==> config.mk <==
export PLATFORM = sky130hd
export DESIGN_NAME = hb_interlock
export DESIGN_NICKNAME = d
export VERILOG_FILES = /design/src/rtl/hbi_pkg.sv /design/src/rtl/hbi_glitch_filter.sv /design/src/rtl/hbi_startup_timer.sv /design/src/rtl/hbi_dt_channel.sv /design/src/rtl/hb_interlock.sv
export SDC_FILE = /design/constraint.sdc
export NUM_CORES = 1
export LEC_CHECK = 0
export BUFFER_PORTS_ARGS = -buffer_cell sky130_fd_sc_hd__buf_2
export CAP_MARGIN = 20
export CORE_ASPECT_RATIO = 1.4
export CORE_MARGIN = 10
export CORE_UTILIZATION = 35
export DETAILED_ROUTE_END_ITERATION = 10
export PLACE_DENSITY = 0.58
export SETUP_SLACK_MARGIN = 0.2
export SLEW_MARGIN = 40
export SYNTH_ARGS = -nofsm -noshare
export SYNTH_HDL_FRONTEND = slang
export SYNTH_SLANG_ARGS = --single-unit
==> constraint.sdc <==
create_clock -name clk -period 5.25 [get_ports clk]
set_clock_uncertainty 0.15 [all_clocks]
set_input_delay 0.7875 -clock clk [delete_from_list [all_inputs] [get_ports clk]]
set_output_delay 0.7875 -clock clk [all_outputs]
set_load 0.02 [all_outputs]
==> src/rtl/hbi_pkg.sv <==
package hbi_pkg;

  // Saturating increment on a wide scratch value.
  function automatic logic [31:0] sat_next(input logic [31:0] v, input logic [31:0] cap);
    return (v >= cap) ? cap : v + 32'd1;
  endfunction

  // True once the opposite gate has been low for at least span cycles,
  // counting the current one; a zero span still needs one low cycle.
  function automatic logic gap_met(input logic [31:0] low_incl, input logic [31:0] span);
    return (low_incl != 32'd0) && (low_incl >= span);
  endfunction

  typedef logic [1:0] chan_vec_t;

endpackage

==> src/rtl/hbi_glitch_filter.sv <==
module hbi_glitch_filter #(
  parameter int LEN = 2
) (
  input  logic clk,
  input  logic rst_n,
  input  logic raw,
  output logic filt
);
  localparam int CW = $clog2(LEN + 1);

  logic [CW-1:0] run_q;

  always_ff @(posedge clk) begin
    if (!rst_n) begin
      filt  <= 1'b0;
      run_q <= '0;
    end else if (raw == filt) begin
      run_q <= '0;
    end else if (run_q == CW'(LEN - 1)) begin
      filt  <= raw;
      run_q <= '0;
    end else begin
      run_q <= run_q + 1'b1;
    end
  end
endmodule

==> src/rtl/hbi_startup_timer.sv <==
module hbi_startup_timer #(
  parameter int DELAY = 850
) (
  input  logic clk,
  input  logic rst_n,
  input  logic pg,
  output logic ready
);
  localparam int TW = $clog2(DELAY + 1);

  logic [TW-1:0] cnt_q;

  always_ff @(posedge clk) begin
    if (!rst_n) begin
      ready <= 1'b0;
      cnt_q <= '0;
    end else begin
      ready <= pg && (ready || (cnt_q == TW'(DELAY - 1)));
      cnt_q <= (!pg || ready) ? '0 : cnt_q + 1'b1;
    end
  end
endmodule

==> src/rtl/hbi_dt_channel.sv <==
module hbi_dt_channel
  import hbi_pkg::*;
#(
  parameter int DT_W = 8
) (
  input  logic            clk,
  input  logic            rst_n,
  input  logic            allow,
  input  logic            dt_mode,
  input  logic            req,
  input  logic            req_other,
  input  logic            gate_other,
  input  logic [DT_W-1:0] span,
  output logic            gate,
  output logic            rise_ok
);
  localparam logic [31:0] RUN_CAP = (32'd1 << DT_W) - 32'd1;

  logic [DT_W-1:0] low_run_q;
  logic [31:0]     low_incl;
  logic            gate_d;

  always_comb begin
    low_incl = gate_other ? 32'd0 : 32'(low_run_q) + 32'd1;
    rise_ok  = gap_met(low_incl, 32'(span));
  end

  always_comb begin
    if (!allow)        gate_d = 1'b0;
    else if (!dt_mode) gate_d = req;
    else               gate_d = req && !req_other && (gate || rise_ok);
  end

  always_ff @(posedge clk) begin
    if (!rst_n) begin
      gate      <= 1'b0;
      low_run_q <= '0;
    end else begin
      gate      <= gate_d;
      low_run_q <= gate_other ? '0 : DT_W'(sat_next(32'(low_run_q), RUN_CAP));
    end
  end
endmodule

==> src/rtl/hb_interlock.sv <==
module hb_interlock
  import hbi_pkg::*;
#(
  parameter int FILT_LEN  = 2,
  parameter int DT_W      = 8,
  parameter int START_IN  = 850,
  parameter int START_OUT = 1800
) (
  input  logic            clk,
  input  logic            rst_n,
  input  logic            in_a,
  input  logic            in_b,
  input  logic            dis,
  input  logic            dt_mode,
  input  logic [DT_W-1:0] dt_set,
  input  logic            pg_in,
  input  logic            pg_a,
  input  logic            pg_b,
  output logic            gate_a,
  output logic            gate_b
);
  localparam int NDOM = 3;

  chan_vec_t        raw_v, filt_v, gate_v, rise_ok_v;
  logic [NDOM-1:0]  pg_v, rdy_v;
  logic [DT_W-1:0]  dt_lat;
  logic             allow, idle, ready_all;
  logic             filt_a_w, filt_b_w, rise_ok_a_w, rise_ok_b_w;

  assign raw_v = {in_b, in_a};
  assign pg_v  = {pg_b, pg_a, pg_in};

  for (genvar g = 0; g < 2; g++) begin : g_filt
    hbi_glitch_filter #(.LEN(FILT_LEN)) u_filt (
      .clk  (clk),
      .rst_n(rst_n),
      .raw  (raw_v[g]),
      .filt (filt_v[g])
    );
  end

  for (genvar d = 0; d < NDOM; d++) begin : g_start
    localparam int DLY = (d == 0) ? START_IN : START_OUT;
    hbi_startup_timer #(.DELAY(DLY)) u_tmr (
      .clk  (clk),
      .rst_n(rst_n),
      .pg   (pg_v[d]),
      .ready(rdy_v[d])
    );
  end

  assign ready_all = &rdy_v;
  // Power flags act directly so that a loss overrides on the next edge.
  assign allow = !dis && (&pg_v) && ready_all;
  assign idle  = (gate_v == 2'b00) && (filt_v == 2'b00);

  always_ff @(posedge clk) begin
    if (!rst_n)    dt_lat <= '0;
    else if (idle) dt_lat <= dt_set;
  end

  for (genvar g = 0; g < 2; g++) begin : g_chan
    hbi_dt_channel #(.DT_W(DT_W)) u_chan (
      .clk       (clk),
      .rst_n     (rst_n),
      .allow     (allow),
      .dt_mode   (dt_mode),
      .req       (filt_v[g]),
      .req_other (filt_v[1-g]),
      .gate_other(gate_v[1-g]),
      .span      (dt_lat),
      .gate      (gate_v[g]),
      .rise_ok   (rise_ok_v[g])
    );
  end

  assign gate_a      = gate_v[0];
  assign gate_b      = gate_v[1];
  assign filt_a_w    = filt_v[0];
  assign filt_b_w    = filt_v[1];
  assign rise_ok_a_w = rise_ok_v[0];
  assign rise_ok_b_w = rise_ok_v[1];
endmodule

# Word-level counts from Yosys, hierarchy flattened
# Cells that the tools add are included.
# word_totals
reg_bits,67
inputBits,17
output_inout_bits,2
# op_classes
add_sub_neg,7
order_cmp,4
eq_ne,7
muxes,6
bitwise_logic,3
n_reduce_logical,42
# ops
operator,count
>= comparator 32 x 8 -> 1 bit,2
nonzero test 32 bit,2
adder 11 x 1 -> 11 bit (second input constant),2
equality test 11 bit (second input constant),2
adder 8 x 1 -> 9 bit (second input constant),2
two-way mux 9 bit,2
>= comparator 8 bit (second input constant),2
two-way mux 8 bit,2
logical AND 1 bit,12
adder 10 x 1 -> 10 bit (second input constant),1
equality test 10 bit (second input constant),1
OR reduction 2 bit,5
logical OR 1 bit,8
zero test 1 bit,6
AND reduction 2 bit,3
AND reduction 3 bit,2
OR reduction 3 bit,2
adder 2 x 1 -> 2 bit (second input constant),2
equality test 2 x 1 -> 1 bit (second input constant),2
zero test 2 bit,2
inverter 1 bit,3
equality test 1 bit,2
two-way mux 1 bit,2

# Logic depth before layout (Yosys ltp)
# Gate-level depths: netlist (run 1).
# depth
word_depth,7
ltp_mapped,11

# By module
# A second synthesis (run 1) with hierarchy kept.
# hier_totals
hier_cells,403
area_unflattened_um2,3480.8
# modules_own_cells
mod,instances,cells_each,area_per_inst_um2,seq_area_each_um2
hbi_dt_channel,2,92,701.9,180.2
hbi_startup_timer (g_start[1].u_tmr ...),2,54,508.0,240.2
hbi_startup_timer (g_start[0].u_tmr),1,53,479.2,220.2
hb_interlock,1,38,344.1,160.2
hbi_glitch_filter,2,10,118.9,60.1

# Least setup slack after synthesis (run 1)
# No wires, ideal clock.
# synth_path
kind,flip-flop to flip-flop
from,register g_chan[1].u_chan.low_run_q[0]
to,register g_chan[1].u_chan.gate
t_arrival_ps,2081
path_slack_ps,2945
stages_incl_launch_ff,12
cell_sequence,dfxtp_1 > ha_1 > and4_4 > nand2_1 > xor2_1 > nor2_1 > ha_1 > nand2_1 > a21oi_1 > o41ai_1 > a221o_1 > a31oi_1
# synth_between
elab_chain_len,7
# synth_lines
item,line,text
from (decl),hbi_dt_channel.sv:19,logic [DT_W-1:0] low_run_q;
from (signal assigned),hbi_dt_channel.sv:40,"low_run_q <= gate_other ? '0 : DT_W'(sat_next(32'(low_run_q), RUN_CAP));"
adder 8 x 1 -> 9 bit *,n/a,
two-way mux 9 bit *,hbi_dt_channel.sv:24,low_incl = gate_other ? 32'd0 : 32'(low_run_q) + 32'd1;
>= comparator 32 x 8 -> 1 bit / nonzero test 32 bit (equally long branches),hbi_pkg.sv:11,return (low_incl != 32'd0) && (low_incl >= span);
logical AND 1 bit *,hbi_pkg.sv:11,
logical OR 1 bit *,hbi_dt_channel.sv:31,else gate_d = req && !req_other && (gate || rise_ok);
logical AND 1 bit *,hbi_dt_channel.sv:31,
two-way mux 1 bit *,hbi_dt_channel.sv:30,else if (!dt_mode) gate_d = req;
to (signal assigned),hbi_dt_channel.sv:39,gate <= gate_d;
to (decl),hbi_dt_channel.sv:14,"output logic gate,"
# Mark *: on every way between the ends. The rest lies on a longest branch, timed or not.
# A chain may end at the register's enable or synchronous reset.

# Final worst setup path (run 1)
# layout_path
from,register g_chan[0].u_chan.low_run_q[0]
to,register g_chan[0].u_chan.gate
# layout_between
elab_chain_len,7
# layout_lines
item,line
from (decl),hbi_dt_channel.sv:19
from (signal assigned),hbi_dt_channel.sv:40
adder 8 x 1 -> 9 bit *,n/a
two-way mux 9 bit *,hbi_dt_channel.sv:24
>= comparator 32 x 8 -> 1 bit / nonzero test 32 bit (equally long branches),hbi_pkg.sv:11
logical AND 1 bit *,hbi_pkg.sv:11
logical OR 1 bit *,hbi_dt_channel.sv:31
logical AND 1 bit *,hbi_dt_channel.sv:31
two-way mux 1 bit *,hbi_dt_channel.sv:30
to (signal assigned),hbi_dt_channel.sv:39
to (decl),hbi_dt_channel.sv:14
# Marks and branches as above.

==> run summary, run 1 <==
gr usage total = 10.5%
Pleak = 0.00158 uW
CP Capture Type = flip-flop
net count reported at finish = 433
io pins = 19
fin crit period = 2.66 ns
final max-slew violation count = 0
Rows = 42
Highest Clock Rate = 375 MHz
dpl hpwl = 4950 um
crit path max-delay cell type = a2111oi_0
Worst-Skew Late Latency = 0.34 ns
layout cells sized above 1 = 10.8%
DR pass1 iterations = 4
syn_nets = 417
Unique masters post-synth = 53
vias in the first global route = 2634
PortBufs = 18
Post-CTS Resized = 0
Post-synth ARST share = 0%
most numerous cell on the critical path = ha_1
slew at the pin closest to its max-slew limit = 0.749 ns
CP bufs+invs = 0
CTS tree = yes
CP max stage delay = 0.62 ns
Clock Tree Root = clkbuf_16
initial antenna violation count = 0
Seq cells post-synth = 67
Tcrit/Tclk final = 50.7%
outcome = completed
vias per cell = 5.12
yosys warns = 0
sequential fraction of the synthesis area = 39.7%
first-pass GRT wire length = 11700 um
total negative slack = 0 ns
Main synth FF type = dfxtp_1
Post-CTS Hold Buffers = 0
Max-Cap Viols = 0
clk slew on worst S/H paths = 0.06 ns
cell area after synthesis = 0.00338 sq mm
Hold Fails Final Rpt = 0
CP Class = flip-flop to flip-flop
DRT antenna net count = 0
area growth from synthesis to layout = 13.1%
Final Util = 40.4%
postcts setup bufs = 0
DRC viols = 0
Slew HR = 49.7%
Die Y-Extent = 136 um
Num CTS Buffers = 9
routability cong. = 0.788
Crit path max-delay family = compound AO/OA/AOI/OAI gates
final wirelength = 6660 um
CTS Sinks = 67
PwrDens = 313 mW/mm^2
Core Region = 0.00946 sq mm
CP Max Fanout = 6
starting density of the core = 35.7%
Setup-failing EPs final = 0
wire per inst = 13.1 um
CP Launch Type = flip-flop
Post-synth EDFFs = 0
worst hold path class = flip-flop to flip-flop
Max VDD drop = 0.204 mV
RSZ-0062 raised after global routing = no
CP required = 5.29 ns
Post-Syn Instances = 376
largest net degree at the start of global routing = 20
die width = 103 um
Die ar. = 0.0140 sq mm
H-tree levels = 3
1st-iter DRT viols = 128
grt ovf = 0
Clock Tree Buf Depth = 2
routed vias = 2596
syn_area_per_cell = 8.98 sq um
Diodes inserted = 0
crit path cell chain = ha_1 -> and3_4 -> and3_1 -> xnor2_1 -> nor2_1 -> ha_1 -> a2111oi_0 -> a311oi_2
Worst Path Arrival = 2.70 ns
worst reg2reg max path, cell delays in order, from the launching register on:
cell and delay [ns]:
dfxtp_1 0.39, ha_1 0.26, and3_4 0.23, and3_1 0.28
xnor2_1 0.15, nor2_1 0.06, ha_1 0.19, a2111oi_0 0.62
a311oi_2 0.19
synthesized netlist by cell type (2+ instances only):
library cell	number	area, sq um
or2_2	3	18.8
and3_1	9	56.3
nand3_1	19	95.1
nand2_1	19	71.3
xor2_1	26	228
nand3b_1	5	37.5
nand2b_1	2	12.5
a31oi_1	2	12.5
nor4_1	4	25.0
dfxtp_1	67	1340
nor3_1	3	15.0
a21oi_1	17	85.1
nor4bb_1	3	30.0
a211oi_1	4	30.0
o211a_1	3	30.0
or3_1	3	18.8
buf_2	4	20.0
o21ai_0	7	35.0
and2_1	3	18.8
ha_1	24	300
nor2_1	55	206
nor4b_1	2	17.5
mux2i_1	10	100
nor2b_1	11	68.8
o2111a_1	2	22.5
nand4_1	7	43.8
xnor2_1	13	114
nor3b_1	2	15.0
inv_1	18	67.6
clkbuf_1	6	22.5
where the power goes:
| part | total [uW] | switching, uW | internal [uW] |
|---|---|---|---|
| Sequential | 536 | 12.3 | 524 |
| Clock | 563 | 219 | 343 |
| Combinational | 95.2 | 50.4 | 44.8 |
through the flow:
step           area [sq um]  hold WS, ns  instances  total power [uW]  setup slack [ns]
2_1_floorplan          3380        0.248        376               616              2.95
3_3_place_gp           3540        0.257        491               641              2.64
3_5_place_dp           3540        0.270        491               643              2.60
4_1_cts                3820        0.280        507              1220              2.59
5_1_grt                3820        0.298        507              1250              2.33
6_report               3820        0.273        507              1190              2.59
registers in the layout, indices dropped and copies added, names as in the netlist:
name	count
g_chan.u_chan.low_run_q	16
dt_lat	8
g_start.u_tmr.cnt_q	32
g_filt.u_filt.filt	2
g_filt.u_filt.run_q	4
g_start.u_tmr.ready	3
g_chan.u_chan.gate	2
worst paths after layout:
path	startpoint	endpoint	slack (ns)	cells after the start
worst min register to register	g_filt[0].u_filt.run_q[0]	g_filt[0].u_filt.run_q[0]	0.27	1
worst min-delay path	g_filt[0].u_filt.run_q[0]	g_filt[0].u_filt.run_q[0]	0.27	1
worst max-delay path	g_chan[0].u_chan.low_run_q[0]	g_chan[0].u_chan.gate	2.59	8
worst max register to register	g_chan[0].u_chan.low_run_q[0]	g_chan[0].u_chan.gate	2.59	8
kinds of logic (layout without fill, tap and decap cells):
logic type	after synthesis	in the layout	synth area share, %
AOI/OAI and AO/OA	49	49	10.2
buffers and inverters	31	52	3.96
adders and majority gates	24	24	8.89
DFF	67	67	39.7
xor gates and xnor gates	39	39	10.1
muxes	10	10	2.96
and+or+nand+nor	156	156	24.2
layer usage:
| layer | track usage [%] | part of all wire (%) | routed length (um) |
|---|---|---|---|
| met5 | 0 | 0 | 0 |
| met4 | 4.96 | 2.2 | 145 |
| met3 | 3.66 | 4.5 | 299 |
| met2 | 17.3 | 48 | 3190 |
| met1 | 11.6 | 45 | 3020 |
placed cells by master (no fill, tap or decap), types with 4 or more instances in the layout:
cell type and count:
nor4_1 4, mux2i_1 10, nand3_1 19, ha_1 24
nand4_1 7, clkbuf_16 9, o21ai_0 7, buf_2 18
a21oi_1 17, and3_1 9, xnor2_1 13, a211oi_1 4
nor2_1 55, xor2_1 26, nand3b_1 5, nor2b_1 11
nand2_1 19, dfxtp_1 67, inv_1 18
final cells by class:
| class | instances | area, sq um |
|---|---|---|
| clock buffer | 12 | 256 |
| clock inverter | 4 | 25.0 |
| fill | 963 | 5640 |
| inverter | 18 | 67.6 |
| multi-input combinational | 278 | 1900 |
| sequential | 67 | 1340 |
| tap | 110 | 138 |
| timing repair buffer | 18 | 90.1 |
Note: power is estimated with default switching activity, not from simulation.
==> inputs of run 2 (changes only) <==
--- a/config.mk
+++ b/config.mk
@@ -11,7 +11,7 @@
 export CORE_MARGIN = 10
 export CORE_UTILIZATION = 35
 export DETAILED_ROUTE_END_ITERATION = 10
-export PLACE_DENSITY = 0.58
+export PLACE_DENSITY = 0.59
 export SETUP_SLACK_MARGIN = 0.2
 export SLEW_MARGIN = 40
 export SYNTH_ARGS = -nofsm -noshare
==> constraint.sdc (replaced) <==
create_clock -name clk -period 2.35 [get_ports clk]
set_clock_uncertainty 0.15 [all_clocks]
set_input_delay 0.3525 -clock clk [delete_from_list [all_inputs] [get_ports clk]]
set_output_delay 0.3525 -clock clk [all_outputs]
set_load 0.02 [all_outputs]
==> run 2 against run 1 <==
  * First-iteration DRC count is 1.6% lower
  * Setup slack got worse by 2.5 ns
  * Utilization rose by 3.5 points
  * Clock power is 140% higher
  * Non-clock buffer count rose by 17
  * Power grew 130%
  * Critical path depth up 2
  * Global-route usage up 0.57 points
  * Sequential share of layout area is 2.2 points lower
  * Sequential power is 120% higher
  * Combinational power rose to 2.5 times the previous value
  * Clock-buffer cell count grew 2
==> run summary, run 2 (same netlist as run 1, synthesis figures left out) <==
outcome = completed (unchanged)
dpl hpwl = 5350 um (was 4950 um)
1st-iter DRT viols = 126 (was 128)
WHS Endpoint = g_chan[1].u_chan.gate (was g_filt[0].u_filt.run_q[0])
Pwr Total = 2780 uW (was 1190 uW)
final wirelength = 7280 um (was 6660 um)
clk slew on worst S/H paths = 0.06 ns (about the same)
most frequent cells in the layout = 58 x dfxtp_1, 53 x nor2_1, 24 x xor2_1 (was 67 x dfxtp_1, 55 x nor2_1, 26 x xor2_1)
CP Class = flip-flop to flip-flop (unchanged)
Reg2Reg Capture Point = g_chan[1].u_chan.gate (was g_chan[0].u_chan.gate)
hold path start = dt_mode (was g_filt[0].u_filt.run_q[0])
final max-slew violation count = 0 (unchanged)
vias in the first global route = 2722 (was 2634)
slew at the pin closest to its max-slew limit = 0.642 ns (was 0.749 ns)
wire per inst = 13.9 um (was 13.1 um)
Top reg by flops = g_start.u_tmr.cnt_q (unchanged)
Die ar. = 0.0140 sq mm (unchanged)
Worst-Skew Late Latency = 0.33 ns (was 0.34 ns)
RSZ-0062 raised after global routing = yes (was no)
Top Registers = g_start.u_tmr.cnt_q (32), g_chan.u_chan.low_run_q (16), dt_lat (8) (unchanged)
die width = 103 um (unchanged)
hold path depth = 2 (was 1)
Hold Slack = 0.130 ns (was 0.273 ns)
CP max stage delay = 0.38 ns (was 0.62 ns)
flop-to-flop setup slack = 0.09 ns (was 2.59 ns)
first-pass GRT wire length = 12200 um (was 11700 um)
Num CTS Buffers = 9 (unchanged)
PortBufs = 18 (unchanged)
CTS tree = yes (unchanged)
CP Capture Type = flip-flop (unchanged)
Max VDD drop = 0.428 mV (was 0.204 mV)
vias per cell = 5.12 (about the same)
H-tree levels = 3 (unchanged)
io pins = 19 (unchanged)
DRC viols = 0 (unchanged)
gr usage total = 11.0% (was 10.5%)
starting density of the core = 35.7% (unchanged)
CP Launch Type = flip-flop (unchanged)
fin crit period = 2.26 ns (was 2.66 ns)
Slew HR = 56.6% (was 49.7%)
routability cong. = 0.844 (was 0.788)
net count reported at finish = 450 (was 433)
Setup-failing EPs final = 0 (unchanged)
CP Max Fanout = 6 (unchanged)
Hold Fails Final Rpt = 0 (unchanged)
area growth from synthesis to layout = 22.9% (was 13.1%)
Clock Tree Root = clkbuf_16 (unchanged)
Max-Cap Viols = 0 (unchanged)
crit path max-delay cell type = dfxtp_4 (was a2111oi_0)
most common cell after layout, fill and taps aside = dfxtp_1 (unchanged)
Tcrit/Tclk final = 96.1% (was 50.7%)
routed vias = 2683 (was 2596)
reg2reg start = g_chan[1].u_chan.low_run_q[0] (was g_chan[0].u_chan.low_run_q[0])
CTS Sinks = 67 (unchanged)
Worst Path Arrival = 2.37 ns (was 2.70 ns)
CP required = 2.46 ns (was 5.29 ns)
fill count = 917 (was 963)
layout cells sized above 1 = 21.0% (was 10.8%)
Post-DP Area = 0.00365 sq mm (was 0.00354 sq mm)
DR pass1 iterations = 4 (unchanged)
Register-to-Register Path Depth = 10 (was 8)
initial antenna violation count = 0 (unchanged)
largest net degree at the start of global routing = 19 (was 20)
Pleak = 0.00171 uW (was 0.00158 uW)
DRT antenna net count = 0 (unchanged)
Final Cell Area = 0.00415 sq mm (was 0.00382 sq mm)
Die Y-Extent = 136 um (unchanged)
Core Region = 0.00946 sq mm (unchanged)
Clock Tree Buf Depth = 2 (unchanged)
grt ovf = 0 (unchanged)
max reg flops = 32 (unchanged)
worst hold path class = input port to flip-flop (was flip-flop to flip-flop)
Highest Clock Rate = 443 MHz (was 375 MHz)
Rows = 42 (unchanged)
crit path cell chain = and4_4 -> nand4_1 -> xor2_1 -> nor2_1 -> ha_1 -> nand2_1 -> a21oi_2 -> o41ai_2 -> a221o_1 -> a31oi_1 (was ha_1 -> and3_4 -> and3_1 -> xnor2_1 -> nor2_1 -> ha_1 -> a2111oi_0 -> a311oi_2)
total negative slack = 0 ns (unchanged)
PwrDens = 671 mW/mm^2 (was 313 mW/mm^2)
Diodes inserted = 0 (unchanged)
[run 2: cell count changes in the layout (fill, tap and decap cells not counted), moves of 3 or more]
cell     previous run  this run
dfxtp_4             0         6
xnor2_1            13        10
dfxtp_2             0         3
buf_4               0        16
dfxtp_1            67        58
ha_1               24        21
[run 2: area by class of cell]
type	instances	area (sq um)	area share, %
inverter	18	67.6	1.63
tap	110	138	3.32
multi-input combinational	278	2060	49.6
timing repair buffer	35	221	5.33
clock buffer	14	264	6.36
clock inverter	2	35.0	0.844
sequential	67	1370	32.9
[run 2: worst max path at each step]
stage               slack (ns)  cells after the start                     startpoint               endpoint
finish                    0.09                     10  g_chan[1].u_chan.low_run_q[0]  g_chan[1].u_chan.gate
floorplan                 0.17                      8          g_chan[0].u_chan.gate  g_chan[1].u_chan.gate
CTS                       0.13                     11  g_chan[1].u_chan.low_run_q[0]  g_chan[1].u_chan.gate
global route             -0.05                     10  g_chan[1].u_chan.low_run_q[0]  g_chan[1].u_chan.gate
global placement          0.09                     11  g_chan[1].u_chan.low_run_q[1]  g_chan[1].u_chan.gate
detailed placement        0.03                     10  g_chan[1].u_chan.low_run_q[2]  g_chan[1].u_chan.gate
[run 2: worst max-delay path: cells and delay by family, from the launching register on]
family | cells | cell delay (ns)
adders and majority gates | 1 | 0.31
xor gates and xnor gates | 1 | 0.21
AOI/OAI and AO/OA | 4 | 0.64
and+or+nand+nor | 4 | 0.50
DFF | 1 | 0.38
[run 2: per-stage QoR]
step	util [%]	cells	setup slack [ns]
floorplan	-	376	0.174
global placement	38.5	501	0.0880
detailed placement	38.5	501	0.0297
CTS	42.7	523	0.129
global route	43.9	524	-0.0484
finish	43.9	524	0.0911
[run 2: power by group]
| group | total (uW) | switching, uW | internal [uW] |
|---|---|---|---|
| sequential | 1200 | 30.1 | 1170 |
| combinational | 242 | 123 | 118 |
| clock | 1340 | 466 | 878 |
| total | 2780 | 619 | 2170 |
[run 2: routing by layer]
layer | share of wire (%) | track usage [%] | routed length, um
met1 | 43 | 11.9 | 3150
met2 | 50 | 19.2 | 3670
met3 | 4.8 | 3.40 | 346
met4 | 1.6 | 4.65 | 116
met5 | 0 | 0 | 0
[run 2: what timing repair did]
| action | CTS | global route |
|---|---|---|
| endpoints found under the setup margin | 2 | 2 |
| resized for setup | 16 | 20 |
| pin swaps | 12 | 7 |
| hold buffers | 0 | 0 |
| setup buffers | 6 | 1 |
